===== src/rtl/dring_pkg.sv =====
// dring_pkg: shared constants and types for the descriptor ring controller.
// Assumes 32-bit registers and four-word descriptors.
package dring_pkg;
    localparam int PTR_W = 8;

    localparam logic [3:0] OFS_CTRL = 4'h0;
    localparam logic [3:0] OFS_STAT = 4'h4;
    localparam logic [3:0] OFS_SIZE = 4'h8;
    localparam logic [3:0] OFS_TIME = 4'hC;

    localparam int B_RUN   = 0;
    localparam int B_ERREN = 4;
    localparam int B_ERRF  = 4;
    localparam int B_DONEF = 5;
    localparam int B_PTR_LO = 16;

    // control byte lives in bits 31:24 of descriptor word 0
    localparam int D_IRQREQ = 24 + 6;
    localparam int D_HALTERR = 24 + 7;

    typedef enum logic [2:0] {
        ST_IDLE, ST_RD0, ST_RD2, ST_RD3, ST_CAP, ST_GO, ST_WAIT, ST_WB
    } eng_state_t;
endpackage


===== src/rtl/dring_csr.sv =====
// dring_csr: control, status, ring-size and timing registers plus
// interrupt flags. Assumes the engine pulses its events for one cycle.
module dring_csr
    import dring_pkg::*;
#(
    parameter int REG_AW      = 4,
    parameter int MAX_ENTRIES = 16
) (
    input  logic              clk,
    input  logic              rst_n,
    input  logic              reg_we,
    input  logic [REG_AW-1:0] reg_addr,
    input  logic [31:0]       reg_wdata,
    output logic [31:0]       reg_rdata,
    input  logic [PTR_W-1:0]  tail,
    input  logic              in_prog,
    input  logic              ev_done,
    input  logic              ev_err,
    input  logic              clr_start,
    output logic              run,
    output logic              err_en,
    output logic [PTR_W-1:0]  head,
    output logic [PTR_W-1:0]  size_m1,
    output logic [1:0]        spd_sel,
    output logic              irq
);
    localparam logic [PTR_W-1:0] SIZE_RST = PTR_W'(MAX_ENTRIES - 1);

    logic        run_q, erren_q, donef_q, errf_q;
    logic [PTR_W-1:0] head_q, size_q;
    logic [31:0] time_q;
    logic        wr_ctrl, wr_stat, wr_size, wr_time;

    // decode of which register a write targets
    always_comb begin
        wr_ctrl = reg_we && (reg_addr[3:0] == OFS_CTRL);
        wr_stat = reg_we && (reg_addr[3:0] == OFS_STAT);
        wr_size = reg_we && (reg_addr[3:0] == OFS_SIZE);
        wr_time = reg_we && (reg_addr[3:0] == OFS_TIME);
    end

    // control register; a software write outranks a halt-on-error clear
    always_ff @(posedge clk) begin
        if (!rst_n) begin
            run_q   <= 1'b0;
            erren_q <= 1'b0;
            head_q  <= '0;
        end else begin
            if (clr_start) run_q <= 1'b0;
            if (wr_ctrl) begin
                run_q   <= reg_wdata[B_RUN];
                erren_q <= reg_wdata[B_ERREN];
                head_q  <= reg_wdata[B_PTR_LO +: PTR_W];
            end
        end
    end

    // ring size and timing storage
    always_ff @(posedge clk) begin
        if (!rst_n) begin
            size_q <= SIZE_RST;
            time_q <= '0;
        end else begin
            if (wr_size) size_q <= reg_wdata[PTR_W-1:0];
            if (wr_time) time_q <= reg_wdata;
        end
    end

    // sticky flags: set by events, cleared by writing one
    always_ff @(posedge clk) begin
        if (!rst_n) begin
            donef_q <= 1'b0;
            errf_q  <= 1'b0;
        end else begin
            donef_q <= (donef_q && !(wr_stat && reg_wdata[B_DONEF])) || ev_done;
            errf_q  <= (errf_q && !(wr_stat && reg_wdata[B_ERRF])) || (ev_err && erren_q);
        end
    end

    // read multiplexer
    always_comb begin
        reg_rdata = '0;
        case (reg_addr[3:0])
            OFS_CTRL: begin
                reg_rdata[B_RUN]   = run_q;
                reg_rdata[B_ERREN] = erren_q;
                reg_rdata[B_PTR_LO +: PTR_W] = head_q;
            end
            OFS_STAT: begin
                reg_rdata[0]       = in_prog;
                reg_rdata[B_ERRF]  = errf_q;
                reg_rdata[B_DONEF] = donef_q;
                reg_rdata[B_PTR_LO +: PTR_W] = tail;
            end
            OFS_SIZE: reg_rdata[PTR_W-1:0] = size_q;
            OFS_TIME: reg_rdata = time_q;
            default:  reg_rdata = '0;
        endcase
    end

    assign run     = run_q;
    assign err_en  = erren_q;
    assign head    = head_q;
    assign size_m1 = size_q;
    assign spd_sel = time_q[31:30];
    assign irq     = donef_q || (errf_q && erren_q);

    // completion event always leaves the flag set
    p_done_sets_r7: assert property (@(posedge clk) disable iff (!rst_n)
        ev_done |=> donef_q);
    // error flag only rises while enable was set
    p_err_gated_r8: assert property (@(posedge clk) disable iff (!rst_n)
        $rose(errf_q) |-> $past(erren_q));
    // write-one clears the completion flag when no event competes
    p_w1c_r10: assert property (@(posedge clk) disable iff (!rst_n)
        (wr_stat && reg_wdata[B_DONEF] && !ev_done) |=> !donef_q);
    // irq never high with both flags clear
    p_irq_src_r11: assert property (@(posedge clk) disable iff (!rst_n)
        irq |-> (donef_q || errf_q));
endmodule


===== src/rtl/dring_engine.sv =====
// dring_engine: walks the ring from tail to head, fetches descriptor words
// 0, 2 and 3, launches the sequencer, writes results into word 1.
// Assumes memory read data one cycle after the request.
module dring_engine
    import dring_pkg::*;
#(
    parameter int MEM_AW = 6
) (
    input  logic              clk,
    input  logic              rst_n,
    input  logic              run,
    input  logic [PTR_W-1:0]  head,
    input  logic [PTR_W-1:0]  size_m1,
    output logic              mem_req,
    output logic              mem_we,
    output logic [3:0]        mem_be,
    output logic [MEM_AW-1:0] mem_addr,
    output logic [31:0]       mem_wdata,
    input  logic [31:0]       mem_rdata,
    output logic              seq_start,
    output logic [31:0]       seq_desc,
    output logic [63:0]       seq_dptr,
    input  logic              seq_done,
    input  logic [7:0]        seq_status,
    input  logic [7:0]        seq_rx,
    input  logic [7:0]        seq_tx,
    output logic [PTR_W-1:0]  tail,
    output logic              in_prog,
    output logic              ev_done,
    output logic              ev_err,
    output logic              clr_start
);
    localparam int IDX_W = MEM_AW - 2;

    eng_state_t       st_q, st_d;
    logic [PTR_W-1:0] tail_q, tail_nx;
    logic [31:0]      w0_q, w2_q, w3_q;
    logic [7:0]       rst_q, rrx_q, rtx_q;
    logic             pending;
    logic [1:0]       word_sel;

    assign pending = run && (tail_q != head);
    assign tail_nx = (tail_q == size_m1) ? '0 : tail_q + PTR_W'(1);

    // next-state selection
    always_comb begin
        st_d = st_q;
        case (st_q)
            ST_IDLE: if (pending) st_d = ST_RD0;
            ST_RD0:  st_d = ST_RD2;
            ST_RD2:  st_d = ST_RD3;
            ST_RD3:  st_d = ST_CAP;
            ST_CAP:  st_d = ST_GO;
            ST_GO:   st_d = ST_WAIT;
            ST_WAIT: if (seq_done) st_d = ST_WB;
            ST_WB:   st_d = ST_IDLE;
            default: st_d = ST_IDLE;
        endcase
    end

    // state, tail and captured descriptor fields
    always_ff @(posedge clk) begin
        if (!rst_n) begin
            st_q   <= ST_IDLE;
            tail_q <= '0;
            w0_q   <= '0;
            w2_q   <= '0;
            w3_q   <= '0;
            rst_q  <= '0;
            rrx_q  <= '0;
            rtx_q  <= '0;
        end else begin
            st_q <= st_d;
            if (st_q == ST_RD2) w0_q <= mem_rdata;
            if (st_q == ST_RD3) w2_q <= mem_rdata;
            if (st_q == ST_CAP) w3_q <= mem_rdata;
            if (st_q == ST_WAIT && seq_done) begin
                rst_q <= seq_status;
                rrx_q <= seq_rx;
                rtx_q <= seq_tx;
            end
            if (st_q == ST_WB) tail_q <= tail_nx;
        end
    end

    // word offset within the descriptor for each memory state
    always_comb begin
        case (st_q)
            ST_RD2:  word_sel = 2'd2;
            ST_RD3:  word_sel = 2'd3;
            ST_WB:   word_sel = 2'd1;
            default: word_sel = 2'd0;
        endcase
    end

    assign mem_req   = (st_q == ST_RD0) || (st_q == ST_RD2) ||
                       (st_q == ST_RD3) || (st_q == ST_WB);
    assign mem_we    = (st_q == ST_WB);
    assign mem_be    = (st_q == ST_WB) ? 4'b1101 : 4'b0000;
    assign mem_addr  = {tail_q[IDX_W-1:0], word_sel};
    assign mem_wdata = {rtx_q, rrx_q, 8'h00, rst_q};

    assign seq_start = (st_q == ST_GO);
    assign seq_desc  = w0_q;
    assign seq_dptr  = {w3_q, w2_q};

    assign tail      = tail_q;
    assign in_prog   = (st_q != ST_IDLE) || pending;
    assign ev_done   = (st_q == ST_WB) && w0_q[D_IRQREQ];
    assign ev_err    = (st_q == ST_WB) && !rst_q[0];
    assign clr_start = ev_err && w0_q[D_HALTERR];

    // word 0 read is always followed by word 2 read
    p_fetch_order_r3: assert property (@(posedge clk) disable iff (!rst_n)
        (mem_req && !mem_we && mem_addr[1:0] == 2'd0) |=> (mem_req && mem_addr[1:0] == 2'd2));
    // start is a single-cycle pulse
    p_start_pulse_r3: assert property (@(posedge clk) disable iff (!rst_n)
        seq_start |=> !seq_start);
    // write-back targets word 1 with retry byte masked
    p_wb_word_r4: assert property (@(posedge clk) disable iff (!rst_n)
        mem_we |-> (mem_req && mem_addr[1:0] == 2'd1 && mem_be == 4'b1101));
    // tail only steps by one with wrap
    p_tail_step_r5: assert property (@(posedge clk) disable iff (!rst_n)
        (tail_q != $past(tail_q)) |->
        (tail_q == (($past(tail_q) == $past(size_m1)) ? '0 : $past(tail_q) + PTR_W'(1))));
    // no memory traffic while not busy
    p_quiet_r6: assert property (@(posedge clk) disable iff (!rst_n)
        !in_prog |-> !mem_req);
endmodule


===== src/rtl/dring_xfer_ctrl.sv =====
// dring_xfer_ctrl: top of the descriptor ring transfer controller.
// Joins the register block and the ring engine. Assumes the ring starts at
// word address 0 and software keeps the ring size below MAX_ENTRIES.
module dring_xfer_ctrl
    import dring_pkg::*;
#(
    parameter int MAX_ENTRIES = 16,
    parameter int REG_AW      = 4,
    parameter int MEM_AW      = $clog2(MAX_ENTRIES) + 2
) (
    input  logic              clk,
    input  logic              rst_n,
    input  logic              reg_we,
    input  logic [REG_AW-1:0] reg_addr,
    input  logic [31:0]       reg_wdata,
    output logic [31:0]       reg_rdata,
    output logic              mem_req,
    output logic              mem_we,
    output logic [3:0]        mem_be,
    output logic [MEM_AW-1:0] mem_addr,
    output logic [31:0]       mem_wdata,
    input  logic [31:0]       mem_rdata,
    output logic              seq_start,
    output logic [31:0]       seq_desc,
    output logic [63:0]       seq_dptr,
    input  logic              seq_done,
    input  logic [7:0]        seq_status,
    input  logic [7:0]        seq_rx,
    input  logic [7:0]        seq_tx,
    output logic [1:0]        spd_sel,
    output logic              irq
);
    logic [PTR_W-1:0] tail, head, size_m1;
    logic run, err_en, in_prog, ev_done, ev_err, clr_start;

    dring_csr #(.REG_AW(REG_AW), .MAX_ENTRIES(MAX_ENTRIES)) u_csr (
        .clk, .rst_n, .reg_we, .reg_addr, .reg_wdata, .reg_rdata,
        .tail, .in_prog, .ev_done, .ev_err, .clr_start,
        .run, .err_en, .head, .size_m1, .spd_sel, .irq
    );

    dring_engine #(.MEM_AW(MEM_AW)) u_eng (
        .clk, .rst_n, .run, .head, .size_m1,
        .mem_req, .mem_we, .mem_be, .mem_addr, .mem_wdata, .mem_rdata,
        .seq_start, .seq_desc, .seq_dptr, .seq_done,
        .seq_status, .seq_rx, .seq_tx,
        .tail, .in_prog, .ev_done, .ev_err, .clr_start
    );

    // halt request only accompanies an error event
    p_halt_needs_err_r9: assert property (@(posedge clk) disable iff (!rst_n)
        clr_start |-> ev_err);
endmodule


===== config.mk =====
export PLATFORM = sky130hd
export DESIGN_NAME = dring_xfer_ctrl
export DESIGN_NICKNAME = d
export VERILOG_FILES = /design/src/rtl/dring_pkg.sv /design/src/rtl/dring_csr.sv /design/src/rtl/dring_engine.sv /design/src/rtl/dring_xfer_ctrl.sv
export SDC_FILE = /design/constraint.sdc
export NUM_CORES = 1
export LEC_CHECK = 0
export ABC_AREA = 1
export BUFFER_PORTS_ARGS = -buffer_cell sky130_fd_sc_hd__buf_2
export CAP_MARGIN = 20
export CORE_MARGIN = 5
export CORE_UTILIZATION = 45
export CTS_CLUSTER_DIAMETER = 200
export CTS_CLUSTER_SIZE = 14
export DETAILED_ROUTE_END_ITERATION = 7
export HOLD_SLACK_MARGIN = 0.03
export PLACE_DENSITY = 0.81
export SLEW_MARGIN = 20
export SYNTH_ARGS = -nofsm -noshare
export SYNTH_HDL_FRONTEND = slang
export SYNTH_SLANG_ARGS = --single-unit
export TNS_END_PERCENT = 50

===== constraint.sdc =====
create_clock -name clk -period 3.1 [get_ports clk]
set_clock_uncertainty 0.1 [all_clocks]
set_input_delay 0.31 -clock clk [delete_from_list [all_inputs] [get_ports clk]]
set_output_delay 0.31 -clock clk [all_outputs]
set_load 0.03 [all_outputs]

==> results_dict.tcl, run 1 <==
set metrics [dict create \
    total_switching_power_w 0.00143 \
    ff2ff_path_depth 6 \
    placement_rows 46 \
    sw_frac_of_total_pct 27.4 \
    postPlaceCellArea_mm2 0.00854 \
    final-max-slew-violation-count 0 \
    synth_enable_flop_cells 0 \
    postSynth.asyncResetShare_pct 0 \
    synthesis.yosys.warnings 0 \
    post-route-cell-area_mm2 0.00923 \
    combinationalPowerShare_pct 13.2 \
    layout_worst_path_cycle_share_pct 77.0 \
    start_util_pct 45.6 \
    floorplan.die.width_um 137 \
    finalWorstPathRequiredPeriod_ns 2.39 \
    yosys-top-cells-area "dfxtp_1 (51%), o21ai_0 (8.9%), nor2_1 (8.5%)" \
    areaGrowthSynthToFinish_pct 27.8 \
    timing.setup.tns_ns 0 \
    report.final.setup_viol 0 \
    first_pass_iters 5 \
    drive_above_1_share_pct 25.8 \
    grt_overflow 0 \
    worstPathMaxFanout 8 \
    drv.max_cap_violation_count 0 \
    critPathLaunchType "primary input" \
    synth.largest_area_cell "dfxtp_1" \
    tritoncts.num_buffers 17 \
    final_common_cell "buf_2" \
    critical_path.endpoint "reg_rdata[17]" \
    power_report.internal_total_w 0.00380 \
    timing.critical_path.from "reg_addr[0]" \
    endpoint_kind "output pin" \
    route.final.wire_length_mm 21.6 \
    cts.htree.levels 4 \
    final_antenna_diode_count 0 \
    grt_setup_unrepaired "no" \
    drt_iter0_drc 511 \
    clock.fmax_mhz 419 \
    setup.worst_path.class "in -> out" \
    syn_area_per_cell_um2 7.56 \
    dpl_worst_slack_ns 0.635 \
    nNetsFinal 1288 \
    placeable_area_mm2 0.0158 \
    route.detailed.wl_per_inst_um 15.2 \
    wire_length_of_the_first_global_routing_pass_mm 33.6 \
    netlist_cell_types 28 \
    slew_headroom_pct 40.4 \
    worstReg2RegEnd "u_eng.rst_q[0]$_SDFFE_PN0P_" \
    power.sequential.fraction_pct 48.1 \
    clock-root-buffer "clkbuf_16" \
    globalplace.congestion 0.888 \
    cts_max_path_buffers 2 \
    placed_cells_incl_taps 1373 \
    arrival_ns 1.98 \
    setup.reg_to_reg.worst_slack_ns 0.92 \
    tritoncts "built" \
    grt_max_degree 102 \
    vdd_drop_max_mv 0.348 \
    clk_latency_ns 0.42 \
    worst_setup_slack_after_layout_ns 0.714 \
    ant_nets 0 \
    timing_worst_slew_pin_value_ns 0.891 \
    die_area_mm2 0.0187 \
    postSynthCellCount 955 \
    clk_pin_slew_ns 0.06 \
    die_h_um 137 \
    synth.cell_area_mm2 0.00722 \
    netlist.area_leader.share_pct 50.7 \
    grt_pass1_vias 6702 \
    total_of_buffers_placed_on_input_and_output_ports 262 \
    route.vias.total 7069 \
    grt.total_usage_pct 22.6 \
    power.static_leakage_nw 4.31 \
    post_cts.repair.setup_buffers 0 \
    cp_data_required_time_ns 2.69 \
    grt_antenna_before_repair 0 \
    clock_power_share_pct 38.6 \
    worst_hold_path_class "in -> reg" \
    post-route-drc-count 0 \
    hold_viol_final 0 \
    hpwlAfterDp_mm 15.0 \
    seq_area_frac_synth_pct 50.7 \
    layout.cells.most_common_list "buf_2 (261), dfxtp_1 (183), nor2_1 (163)" \
    power-per-cell-area_mw_per_mm2 566 \
    floorplan.io_pins 272 \
    synth.ff_latch_count 183 \
    via_count_normalized_by_instance_count 4.99 \
    yosys_most_used_dff "dfxtp_1" \
    r2r-start "u_eng.st_q[2]$_SDFFE_PN0P_" \
    status "finished, final reports clean" \
    clkSinkCount 183 \
    layout.cells.non_filler 1418 \
]
==> stage by stage <==
step | total power [W] | utilization (%) | hold WS (ns)
after floorplan | 0.00300 | - | 0.323
after global placement | 0.00323 | 53.9 | 0.327
after detailed placement | 0.00324 | 53.9 | 0.332
after CTS | 0.00527 | 58.3 | 0.0308
after global routing | 0.00545 | 58.3 | 0.0338
final | 0.00523 | 58.3 | 0.0460
==> cell type report <==
type,count,area (µm²)
sequential,183,3660
clock inverter,7,73.8
clock buffer,23,468
multi-input combinational,613,2880
inverter,92,345
timing repair buffer,284,1530
fill,1458,6600
tap,216,270
==> Yosys cell counts, types with 2 or more instances <==
cell type  instances
a21oi_1          107
buf_2             15
buf_4             18
clkbuf_1          42
clkinv_1           2
dfxtp_1          183
inv_1             87
inv_2              3
nand2_1          105
nand2_2            4
nand3_1           46
nand4_1            3
nor2_1           163
nor2_2             2
nor3_1             4
nor3_2             2
o21ai_0          129
o21ai_1            8
o221ai_1           9
o22ai_1            2
xnor2_1            3
xor2_1            12
==> worst min-delay path by stage <==
stage               cells past startpoint  slack [ns]                               to                       startpoint
floorplan                               2        0.32    u_csr.size_m1[0]$_SDFFE_PN1P_                     reg_wdata[0]
global placement                        2        0.33  u_eng.seq_desc[21]$_SDFFE_PN0P_  u_eng.seq_desc[21]$_SDFFE_PN0P_
detailed placement                      2        0.33  u_eng.seq_desc[12]$_SDFFE_PN0P_  u_eng.seq_desc[12]$_SDFFE_PN0P_
CTS                                     3        0.03       u_eng.w2_q[1]$_SDFFE_PN0P_                     mem_rdata[1]
global route                            3        0.03      u_eng.rtx_q[3]$_SDFFE_PN0P_                        seq_tx[3]
finish                                  3        0.05       u_eng.w2_q[1]$_SDFFE_PN0P_                     mem_rdata[1]
==> what timing repair did <==
item	CTS	global route
hold endpoints to repair	17	0
hold buffers	15	0
resized for setup	0	0
==> layer usage <==
metal	wire length, µm	track usage [%]	share of wire, %
met2	10200	37.1	47
met4	531	7.78	2.5
met1	8880	27.6	41
met3	1980	8.01	9.1
met5	0	0	0
==> power groups by stage <==
stage | Clock [W] | Sequential [W] | Combinational (W)
detailed placement | 0 | 0.00257 | 0.000677
global route | 0.00217 | 0.00253 | 0.000754
finish | 0.00202 | 0.00252 | 0.000692
CTS | 0.00206 | 0.00252 | 0.000694
floorplan | 0 | 0.00273 | 0.000272
global placement | 0 | 0.00256 | 0.000668
==> flip-flops by register name (all words and copies together) (netlist names), 3 cells and up <==
name / flops
u_eng.st_q: 3
u_eng.tail: 8
u_eng.seq_desc: 32
u_csr.size_m1: 8
u_eng.w3_q: 32
u_eng.rtx_q: 8
u_eng.w2_q: 32
u_eng.rrx_q: 8
u_csr.time_q: 32
u_eng.rst_q: 8
u_csr.head: 8
==> critical path, cell delays in order <==
cell and delay [ns]:
buf_2 0.12, nor2_1 0.15, inv_1 0.08, nor3_1 0.48, inv_1 0.29, o221ai_1 0.29, buf_2 0.26
==> logic make-up (layout without fill, tap and decap cells) <==
family | after synthesis | in the layout | share of synthesized area (%)
AOI/OAI and AO/OA | 256 | 256 | 18.3
xor gates and xnor gates | 15 | 15 | 1.82
adders and majority gates | 1 | 1 | 0.173
buffers and inverters | 167 | 406 | 9.88
DFF | 183 | 183 | 50.7
muxes | 1 | 1 | 0.139
other | 1 | 9 | 0.0519
and+or+nand+nor | 331 | 331 | 18.9
Power figures use the tool's default switching activity.
==> inputs of run 2 (changes only) <==
==> constraint.sdc (replaced) <==
create_clock -name clk -period 2.3 [get_ports clk]
set_clock_uncertainty 0.1 [all_clocks]
set_input_delay 0.23 -clock clk [delete_from_list [all_inputs] [get_ports clk]]
set_output_delay 0.23 -clock clk [all_outputs]
set_load 0.03 [all_outputs]
==> results_dict.tcl, run 2 (synthesis gave the netlist of run 1 again) <==
set metrics [dict create \
    clkSinkCount 183 \
    timing.setup.tns_ns 0 \
    report.final.setup_viol 0 \
    floorplan.io_pins 272 \
    start_util_pct 45.6 \
    route.final.wire_length_mm 22.9 \
    critPathLaunchType "flip-flop" \
    clk_pin_slew_ns 0.07 \
    drt_iter0_drc 501 \
    endpoint_kind "output pin" \
    tritoncts "built" \
    power.static_leakage_nw 4.70 \
    die_area_mm2 0.0187 \
    floorplan.die.width_um 137 \
    ant_nets 0 \
    route.vias.total 7576 \
    post-route-drc-count 0 \
    setup.worst_path.class "reg -> out" \
    globalplace.congestion 0.885 \
    grt_antenna_before_repair 0 \
    grt.total_usage_pct 24.1 \
    drive_above_1_share_pct 25.7 \
    clk_latency_ns 0.42 \
    status "finished, final reports clean" \
    final-max-slew-violation-count 0 \
    grt_overflow 0 \
    worst_hold_path_class "in -> reg" \
    power-per-cell-area_mw_per_mm2 723 \
    wire_length_of_the_first_global_routing_pass_mm 35.9 \
    nFillCells 1293 \
    grt_pass1_vias 7288 \
    tritoncts.num_buffers 17 \
    drv.max_cap_violation_count 0 \
    vdd_drop_max_mv 0.456 \
    die_h_um 137 \
    worstPathMaxFanout 5 \
    nNetsFinal 1370 \
    total_of_buffers_placed_on_input_and_output_ports 262 \
    ff2ff_path_depth 6 \
    clock.fmax_mhz 464 \
    layout.cells.most_common_list "buf_2 (261), dfxtp_1 (180), nor2_1 (163)" \
    clock-root-buffer "clkbuf_16" \
    placeable_area_mm2 0.0158 \
    final_common_cell "buf_2" \
    grt_max_degree 53 \
    cp_data_required_time_ns 1.97 \
    hold_depth 3 \
    via_count_normalized_by_instance_count 5.04 \
    post-route-cell-area_mm2 0.0101 \
    hold_viol_final 0 \
    first_pass_iters 6 \
    finalWorstPathRequiredPeriod_ns 2.15 \
    postPlaceCellArea_mm2 0.00861 \
    hpwlAfterDp_mm 15.2 \
    slew_headroom_pct 55.6 \
    grt_setup_unrepaired "no" \
    timing_worst_slew_pin_value_ns 0.665 \
    post_cts.repair.setup_buffers 0 \
    areaGrowthSynthToFinish_pct 39.5 \
    cts.htree.levels 4 \
    route.detailed.wl_per_inst_um 15.2 \
    layout_worst_path_cycle_share_pct 93.6 \
    placement_rows 46 \
    cts_max_path_buffers 2 \
    arrival_ns 1.82 \
]
==> run 2: where the power goes <==
group / leakage, nW / total, W / internal (W) / switching [W]
logic: 2.93 / 0.00106 / 0.000365 / 0.000695
registers: 1.48 / 0.00338 / 0.00331 / 0.0000761
clock network: 0.283 / 0.00284 / 0.00146 / 0.00139
==> run 2: critical path: stages, from the launching register on <==
cell and delay [ns]:
dfxtp_1 0.50, inv_2 0.11, nand2_1 0.08, nand2_1 0.04, nand2_1 0.06, nor2_1 0.06, nand2_1 0.05, nand2_1 0.04
nand2_1 0.12, nand2_1 0.07, nand2_1 0.07, buf_2 0.20
==> run 2: metal layers <==
metal | wire (µm) | global-route usage, % | vias up
met5 | 0 | 0 | -
li1 | - | - | 3700
met3 | 1900 | 7.83 | 64
met2 | 11000 | 40.5 | 339
met1 | 9190 | 28.4 | 3473
met4 | 738 | 9.46 | 0
==> run 2: timing repair <==
action,4_1_cts,5_1_grt
hold endpoints to repair,154,0
gates resized for setup,0,5
hold buffers,87,0
setup endpoints to repair,0,26
==> run 2: path summary, 6_finish.rpt <==
| check | from | endpoint | slack, ns |
|---|---|---|---|
| worst max-delay path | u_eng.tail[0]$_SDFFE_PN0P_ | reg_rdata[0] | 0.15 |
| worst min-delay path | reg_wdata[10] | u_csr.time_q[10]$_SDFFE_PN0P_ | 0.05 |
| worst max register to register | u_eng.st_q[1]$_SDFFE_PN0P_ | u_eng.w3_q[2]$_SDFFE_PN0P_ | 0.36 |
| worst min register to register | u_eng.seq_desc[26]$_SDFFE_PN0P_ | u_eng.seq_desc[26]$_SDFFE_PN0P_ | 0.34 |
==> run 2: area by class of cell <==
class	instances	area [µm²]	share of cell area [%]
clock inverters	15	155	1.54
multi-input cells	613	2880	28.6
inverters	92	349	3.47
well taps	216	270	2.68
flip-flops and latches	183	3670	36.4
diodes	1	2.50	0.0248
repair buffers	366	2320	23.1
clock buffers	17	425	4.22
==> run 2: per-stage QoR <==
stage / util [%] / total power (W) / worst slack [ns] / instances / hold slack, ns
2_1_floorplan: - / 0.00404 / 0.405 / 963 / 0.243
3_3_place_gp: 54.4 / 0.00437 / 0.259 / 1383 / 0.327
3_5_place_dp: 54.4 / 0.00439 / 0.216 / 1383 / 0.332
4_1_cts: 63.6 / 0.00734 / 0.105 / 1502 / 0.0325
5_1_grt: 63.6 / 0.00758 / 0.0156 / 1502 / 0.0639
6_report: 63.6 / 0.00729 / 0.146 / 1503 / 0.0466
